==> src/rtl/qam_slicer_pkg.sv <==
package qam_slicer_pkg;

  // Highest level index reachable for a level code, clipped to the grid size.
  function automatic int unsigned lvl_limit(input int unsigned code,
                                            input int unsigned max_half);
    int unsigned half;
    half = 1 << code;
    if (half > max_half) half = max_half;
    return half - 1;
  endfunction

endpackage

==> src/rtl/slicer_ctrl.sv <==
module slicer_ctrl
  import qam_slicer_pkg::*;
#(
  parameter int MW      = 2,
  parameter int LCW     = 2,
  parameter int MAXHALF = 4
) (
  input  logic [LCW-1:0] lvl_code,
  input  logic           full_reg,
  input  logic           src_ext,
  input  logic           conv_ok,
  output logic           full_en,
  output logic [MW-1:0]  lim
);

  always_comb begin
    full_en = src_ext ? conv_ok : full_reg;
    if (full_en) lim = MW'(lvl_limit(int'(lvl_code), MAXHALF));
    else         lim = '0;
  end

endmodule

==> src/rtl/slicer_axis.sv <==
module slicer_axis #(
  parameter int DW   = 12,
  parameter int GW   = 8,
  parameter int MW   = 2,
  parameter int NTHR = 3,
  parameter int DECW = 12,
  parameter int EW   = 13
) (
  input  logic signed [DW-1:0]   x,
  input  logic        [GW-1:0]   gain,
  input  logic        [MW-1:0]   lim,
  output logic signed [DECW-1:0] dec,
  output logic signed [EW-1:0]   err
);

  localparam int CW  = DW + GW + 2;
  localparam int MDW = GW + MW + 1;

  logic signed [DW:0]  xe;
  logic                neg;
  logic [CW-1:0]       mag_x;
  logic [NTHR-1:0]     hit;
  logic [MW-1:0]       cnt;
  logic [MW-1:0]       sel;
  logic [MDW-1:0]      mag_d;

  assign xe    = DW'(x) == '0 ? '0 : (DW+1)'(x);
  assign neg   = xe < 0;
  assign mag_x = CW'($unsigned(neg ? -xe : xe));

  // Decision thresholds sit at even multiples of the gain.
  for (genvar j = 0; j < NTHR; j++) begin : g_thr
    logic [CW-1:0] thr;
    assign thr    = CW'(gain) * CW'(2 * (j + 1));
    assign hit[j] = mag_x >= thr;
  end

  always_comb begin
    cnt = '0;
    for (int j = 0; j < NTHR; j++) cnt = cnt + MW'(hit[j]);
    sel   = (cnt > lim) ? lim : cnt;
    mag_d = MDW'({sel, 1'b1}) * MDW'(gain);
    dec   = neg ? -$signed({1'b0, mag_d}) : $signed({1'b0, mag_d});
    err   = EW'(x) - EW'(dec);
  end

endmodule

==> src/rtl/qam_slicer.sv <==
module qam_slicer
  import qam_slicer_pkg::*;
#(
  parameter int DW         = 12,
  parameter int GW         = 8,
  parameter int MAX_LEVELS = 8,
  parameter int LCW        = 2,
  localparam int MAXHALF   = MAX_LEVELS / 2,
  localparam int NTHR      = MAXHALF - 1,
  localparam int MW        = (NTHR < 2) ? 1 : $clog2(NTHR + 1),
  localparam int DECW      = GW + MW + 2,
  localparam int EW        = ((DW > DECW) ? DW : DECW) + 1
) (
  input  logic                   clk,
  input  logic                   rst,
  input  logic                   smp_valid,
  input  logic signed [DW-1:0]   smp_i,
  input  logic signed [DW-1:0]   smp_q,
  input  logic [LCW-1:0]         lvl_code,
  input  logic [GW-1:0]          gain,
  input  logic                   full_reg,
  input  logic                   src_ext,
  input  logic                   conv_ok,
  output logic                   res_valid,
  output logic signed [DECW-1:0] dec_i,
  output logic signed [DECW-1:0] dec_q,
  output logic signed [EW-1:0]   err_i,
  output logic signed [EW-1:0]   err_q
);

  logic          full_en;
  logic [MW-1:0] lim;
  logic          full_q;
  logic [GW-1:0] gain_q;

  logic signed [DW-1:0]   smp  [2];
  logic signed [DECW-1:0] dcmb [2];
  logic signed [EW-1:0]   ecmb [2];

  assign smp[0] = smp_i;
  assign smp[1] = smp_q;

  slicer_ctrl #(.MW(MW), .LCW(LCW), .MAXHALF(MAXHALF)) u_ctrl (
    .lvl_code (lvl_code),
    .full_reg (full_reg),
    .src_ext  (src_ext),
    .conv_ok  (conv_ok),
    .full_en  (full_en),
    .lim      (lim)
  );

  for (genvar a = 0; a < 2; a++) begin : g_axis
    slicer_axis #(.DW(DW), .GW(GW), .MW(MW), .NTHR(NTHR),
                  .DECW(DECW), .EW(EW)) u_axis (
      .x    (smp[a]),
      .gain (gain),
      .lim  (lim),
      .dec  (dcmb[a]),
      .err  (ecmb[a])
    );
  end

  // Single output stage; settings are captured only with a sample.
  always_ff @(posedge clk) begin
    if (rst) begin
      res_valid <= 1'b0;
      dec_i     <= '0;
      dec_q     <= '0;
      err_i     <= '0;
      err_q     <= '0;
      full_q    <= 1'b0;
      gain_q    <= '0;
    end else begin
      res_valid <= smp_valid;
      if (smp_valid) begin
        dec_i  <= dcmb[0];
        dec_q  <= dcmb[1];
        err_i  <= ecmb[0];
        err_q  <= ecmb[1];
        full_q <= full_en;
        gain_q <= gain;
      end
    end
  end

  logic signed [DECW-1:0] gain_s;
  assign gain_s = $signed(DECW'(gain_q));

  AST_VALID_LATENCY: assert property (@(posedge clk) disable iff (rst)
    smp_valid |=> res_valid) else $error("valid latency");

  AST_HOLD_IDLE: assert property (@(posedge clk) disable iff (rst)
    !smp_valid |=> (!res_valid && $stable(dec_i) && $stable(dec_q) &&
                    $stable(err_i) && $stable(err_q))) else $error("hold");

  AST_ERR_SUM: assert property (@(posedge clk) disable iff (rst)
    smp_valid |=> (err_i == EW'($past(smp_i)) - EW'(dec_i)) &&
                  (err_q == EW'($past(smp_q)) - EW'(dec_q))) else $error("err");

  AST_BLIND_INNER: assert property (@(posedge clk) disable iff (rst)
    (res_valid && !full_q) |-> ((dec_i == gain_s || dec_i == -gain_s) &&
                                (dec_q == gain_s || dec_q == -gain_s))) else $error("blind");

endmodule

==> config.mk <==
export PLATFORM = sky130hd
export DESIGN_NAME = qam_slicer
export DESIGN_NICKNAME = d
export VERILOG_FILES = /design/src/rtl/qam_slicer_pkg.sv /design/src/rtl/slicer_ctrl.sv /design/src/rtl/slicer_axis.sv /design/src/rtl/qam_slicer.sv
export SDC_FILE = /design/constraint.sdc
export NUM_CORES = 1
export LEC_CHECK = 0
export BUFFER_PORTS_ARGS = -buffer_cell sky130_fd_sc_hd__buf_2
export CAP_MARGIN = 20
export CORE_UTILIZATION = 50
export CTS_CLUSTER_SIZE = 30
export DETAILED_ROUTE_END_ITERATION = 6
export PLACE_DENSITY = 0.82
export RECOVER_POWER = 50
export SLEW_MARGIN = 20
export SYNTH_ARGS = -nofsm -noshare
export SYNTH_HDL_FRONTEND = slang
export SYNTH_SLANG_ARGS = --single-unit
==> constraint.sdc <==
create_clock -name clk -period 9.9 [get_ports clk]
set_clock_uncertainty 0.05 [all_clocks]
set_input_delay 1.98 -clock clk [delete_from_list [all_inputs] [get_ports clk]]
set_output_delay 1.98 -clock clk [all_outputs]
set_load 0.05 [all_outputs]
# Yosys cells after proc, flatten, opt, wreduce, memory -nomap -nowiden
# Index checks and enable logic that the tools add are counted.
# word_totals
word_cells,45
out_inout_bits,51
ram_bits,0
memories,0
mem_bits_ro,0
input_bits,40
regBits,51
latch_bits,0
# classes
div_mod_pow,0
add_sub_neg,11
mux,12
reduce_logical,2
n_bitwise,0
n_shift,1
n_eq_ne,0
n_mul,3
magnitude_cmp,11
# ops
operator,n
$mux 13,4
$gt 32x3->1 const B,1
$shl 1x2->32 const A,1
$ge 13x10->1,2
$ge 13x11->1,2
$ge 13x9->1,2
$lt 13x1->1 const B,2
$neg 13->13,2
$sub 12x12->13,2
$logic_not 12->1,2
$mux 12,2
$neg 11->12,2
$mul 3x8->11,2
$mul 8x2->10 const B,1
$mux 2,5
$add 1x1->2,2
$add 2x1->2,2
$gt 2x2->1,2
$sub 2x1->2 const B,1
$mux 1,1

# Logic depth before layout (Yosys ltp)
# logic_depth
depth_word,13
mapped_depth,38
mapped_depth_nobuf,38

# Modules after synthesis
# Synthesis repeated with hierarchy kept, for this count alone.
# unflattened
hier_cells,871
area_unflattened_um2,7161.9
# by_module_without_submodules
mod,cells_each,instances,area_each_um2,seq_area_each_um2
slicer_axis (g_axis[0].u_axis),374,1,2824.0,0.0
slicer_axis (g_axis[1].u_axis),328,1,2483.6,0.0
qam_slicer,164,1,1826.8,1021.0
slicer_ctrl,5,1,27.5,0.0

# Worst setup path after synthesis
# Ideal clock, no wire load.
# synth_path
path_kind,input port to flip-flop
startpoint,input smp_q[11]
endpoint,register err_q[12]
setup_ps,59
t_arrival_ps,9893
path_buffers,3
path_stages,33
setup_slack_ps,-102
required_ps,9791
path_cell_list,clkbuf_1 > clkbuf_1 > clkbuf_1 > o31a_1 > ha_1 > inv_1 > o21ai_0 > a21o_1 > a21o_1 > a2111oi_0 > o21ai_0 > a21o_1 > a221oi_1 > fa_1 > ha_1 > a21oi_1 > mux2i_1 > and2_1 > fa_1 > ha_1 > fa_1 > a211oi_2 > nor2_1 > o22ai_1 > o21ai_0 > xor2_1 > ha_1 > or3_1 > o21ai_0 > maj3_2 > a21oi_2 > a2111oi_0 > o221a_2
# synth_via
elab_chain_len,13
word_cells_on_any_way,16
classes_between,add/sub: 5; mul: 1; order compare: 5; mux: 4; reduce/logical: 1
# synth_rtl
item,line,rtl
start: declaration,qam_slicer.sv:18,"input logic signed [DW-1:0] smp_q,"
$logic_not 12->1,slicer_axis.sv:27,assign xe = DW'(x) == '0 ? '0 : (DW+1)'(x);
$mux 13,slicer_axis.sv:27,
$neg 13->13 or $lt 13x1->1 (tied branches),"slicer_axis.sv:29, slicer_axis.sv:28",
$mux 13,slicer_axis.sv:29,assign mag_x = CW'($unsigned(neg ? -xe : xe));
$ge 13x9->1 or $ge 13x10->1 (tied branches),slicer_axis.sv:35,assign hit[j] = mag_x >= thr;
$add 1x1->2,slicer_axis.sv:40,for (int j = 0; j < NTHR; j++) cnt = cnt + MW'(hit[j]);
$add 2x1->2,slicer_axis.sv:40,
$gt 2x2->1,slicer_axis.sv:41,sel = (cnt > lim) ? lim : cnt;
$mux 2,slicer_axis.sv:41,
$mul 3x8->11,slicer_axis.sv:42,"mag_d = MDW'({sel, 1'b1}) * MDW'(gain);"
$neg 11->12,slicer_axis.sv:43,"dec = neg ? -$signed({1'b0, mag_d}) : $signed({1'b0, mag_d});"
$mux 12,slicer_axis.sv:43,
$sub 12x12->13 *,slicer_axis.sv:44,err = EW'(x) - EW'(dec);
end signal: assignment,qam_slicer.sv:79,err_q <= ecmb[1];
end: declaration,qam_slicer.sv:28,output logic signed [EW-1:0] err_q
# Mark *: on every way between the ends. The rest lies on a longest branch, timed or not.
# A chain may end at the register's enable or synchronous reset.

# Worst setup path in the final report
# layout_path
startpoint,input smp_q[5]
endpoint,register err_q[10]
# The elaborated chain is that of the path after synthesis.

==> impl_metrics.ini <==
[status]
status = finished, final reports clean

[job]
maxCapViolCount = 0

[power_and_ir_drop]
p_clk_share_pct = 8.5
p_sw_uw = 1110
internal_power_uw = 1190
irDropWorstVdd_mv = 0.101
power_uw = 2290
power.density_nw_per_um2 = 272
leakagePower_uw = 0.00401
p_sw_share_pct = 48.2
power.share.sequential_pct = 12.2
pwr-share-comb_pct = 79.2

[finish]
area_growth_pct = 28.9
nNetsFinal = 1156
final_cells = 1164
drive_gt1_share_pct = 24.9
layout_common_cells = buf_4 (121), ha_1 (103), nor2_1 (81)
antenna_cells = 0
mostFrequentLayoutCell = buf_4
postLayoutCellArea_sq_um = 8410

[drt]
avgViaCountPerCell = 5.75
remaining_drc_errors = 0
postRouteAntennaNets = 0
vias = 6694
first_iter_violations = 541
wl_per_cell_um = 16.3
dr.pass1.iters = 5
wl_um = 19000

[clocking]
cts_hold_buf = 0
cts_buffers = 5
clkTransAtPathRegs_ps = 60
htreeDepth = 2
root_buffer = clkbuf_16
clock_latency_ps = 290
clkSinkCount = 50
cts_buffer_depth = 2
cts_tree = yes

[global_routing]
grt-ovfl-total = 0
grt_pass1_wl_um = 28400
antenna_found_initial = 0
grt_pass1_vias = 6184
grt_use_total_pct = 26.1
grt_start_max_net_pins = 62

[synth]
synth_ff_type = dfxtp_1
synth_area_leaders = ha_1 (20%), dfxtp_1 (15%), xnor2_1 (6.6%), fa_1 (5.8%), nor2_1 (4.9%)
ys.warnings.count = 0
synth_edf_count = 0
seq_area_frac_synth_pct = 15.3
ys_types = 74
yosysTopAreaCell = ha_1
ys_ff_latch = 50
async_flop_share_pct = 0
synth_cells = 799
synth_top_area_share_pct = 20.3
syn_nets = 964
synth.cell_area_sq_um = 6530
syn_avg_cell_area_sq_um = 8.17

[sta]
hold_violations = 0
setup_viol = 0
finalCritPeriodShare_pct = 98.3
slew_headroom_pct = 36.5
clock.fmax_ghz = 0.103
worst_pin_slew_ps = 951
tns_ps = 0
finalCriticalPeriod_ps = 9730
maxSlewViolCount = 0

[floorplanning]
io_pins = 91
dieWidth_um = 116
die_area_sq_um = 13500
fp.coreArea_sq_um = 12700
row_count = 41
initial_core_util_pct = 51.5
fp.dieH_um = 116

[placement]
post_dp_cell_area_sq_um = 7930
portBuffers = 90
hpwl_um = 14000
place_congestion = 0.972
dp_cells = 1146

[worst_setup_path]
critical-path-top-delay-family = compound AO/OA/AOI/OAI gates
setup.worst_path.start_class = primary input
r2r_start = err_i[11]
crit_path_top_delay_cell = fa_1
crit_type = primary input to flip-flop
arrival_ps = 9860
worstRegToRegCells = 2
crit_top_cell = a21o_1
path_buf_inv = 5
r2r_slack_ps = 8930
endpoint_kind = flip-flop
cp_max_fo = 4
slowest_delay_ps = 480
cp.required_ps = 10030
r2r_end = err_i[11]

[hold_path]
hold_depth = 2
hold_path.class = flip-flop to flip-flop
hold_start = err_i[3]
min_to = err_i[3]
## registers in the layout (all words and copies together) (netlist names)
| signal | count |
|---|---|
| err_q | 13 |
| res_valid | 1 |
| dec_q | 11 |
| dec_i | 12 |
| err_i | 13 |
## stage by stage
step / utilization, % / setup slack (ps) / hold slack (ps)
after floorplan: - / 28.4 / 636
after global placement: 62.6 / -229 / 400
after detailed placement: 62.6 / -361 / 405
after CTS: 64.1 / 42.6 / 414
after global routing: 66.4 / -216 / 440
final: 66.4 / 173 / 418
## cell type report
| class | instances | area (sq um) |
|---|---|---|
| multi-input combinational | 663 | 5500 |
| timing repair buffer | 211 | 1300 |
| sequential | 50 | 1000 |
| fill | 990 | 4260 |
| tap | 172 | 215 |
| clock inverter | 2 | 37.5 |
| clock buffer | 6 | 129 |
| inverter | 60 | 225 |
## Yosys cell counts (3+ instances only)
library cell / number
a32oi_1: 3
o41ai_1: 4
a221oi_1: 4
fa_1: 19
o21ai_0: 29
xnor2_1: 49
nor2b_1: 10
a31oi_1: 5
o31ai_1: 10
a2111oi_0: 6
and2_1: 15
ha_1: 106
nor3b_1: 3
nand3_1: 9
o21a_1: 17
nand2_1: 61
o211ai_1: 3
or3_1: 7
a21o_1: 27
maj3_2: 3
xor2_1: 20
o21bai_1: 5
and3_1: 4
nor3_1: 14
dfxtp_1: 50
or2_2: 5
clkbuf_1: 24
mux2i_1: 15
o21ai_1: 4
a211oi_1: 29
nor2_1: 85
nand4_1: 5
inv_1: 59
nand2b_1: 10
a21oi_1: 32
## repair_timing
| action | in CTS | in global routing |
|---|---|---|
| gates resized for setup | 3 | 59 |
| setup buffers | 3 | 7 |
| pin swaps | 2 | 25 |
| cloned | 0 | 0 |
| endpoints found under the setup margin | 4 | 15 |
## how the worst max path moves through the flow
| stage | from | end | slack [ps] | cells past startpoint |
|---|---|---|---|---|
| 2_1_floorplan | smp_q[2] | err_q[12] | 30 | 33 |
| 3_3_place_gp | smp_q[2] | err_q[12] | -230 | 34 |
| 3_5_place_dp | smp_q[2] | err_q[12] | -360 | 37 |
| 4_1_cts | smp_q[2] | err_q[12] | 40 | 36 |
| 5_1_grt | smp_q[5] | err_q[10] | -220 | 39 |
| 6_report | smp_q[5] | err_q[10] | 170 | 39 |
## cell families after synthesis
family	share of synthesized area, %
flip-flops	15.3
multiplexers	2.47
XOR/XNOR	9.76
AND/OR/NAND/NOR	17.2
buffers and inverters	5.00
adder cells (fa/ha/maj)	26.8
AO/OA/AOI/OAI	23.4
## layer usage
layer  vias to the layer above  track usage (%)  part of all wire (%)
li1                       3238                -                     -
met5                         -                0                     0
met1                      3118             33.4                    44
met2                       277             44.9                    47
met3                        61             3.06                   5.5
met4                         0             9.57                   3.4
## worst register-to-register path, cell delays in order (launching register included)
cell and delay [ps]:
dfxtp_1 320, a31o_2 230, a211o_1 260
## power groups by stage
| stage | clock (uW) | sequential, uW | combinational, uW |
|---|---|---|---|
| 2_1_floorplan | 0 | 448 | 946 |
| 3_3_place_gp | 0 | 281 | 1610 |
| 3_5_place_dp | 0 | 282 | 1650 |
| 4_1_cts | 198 | 278 | 1680 |
| 5_1_grt | 206 | 286 | 1960 |
| 6_report | 196 | 281 | 1810 |
Note: power is estimated with default switching activity, not from simulation.
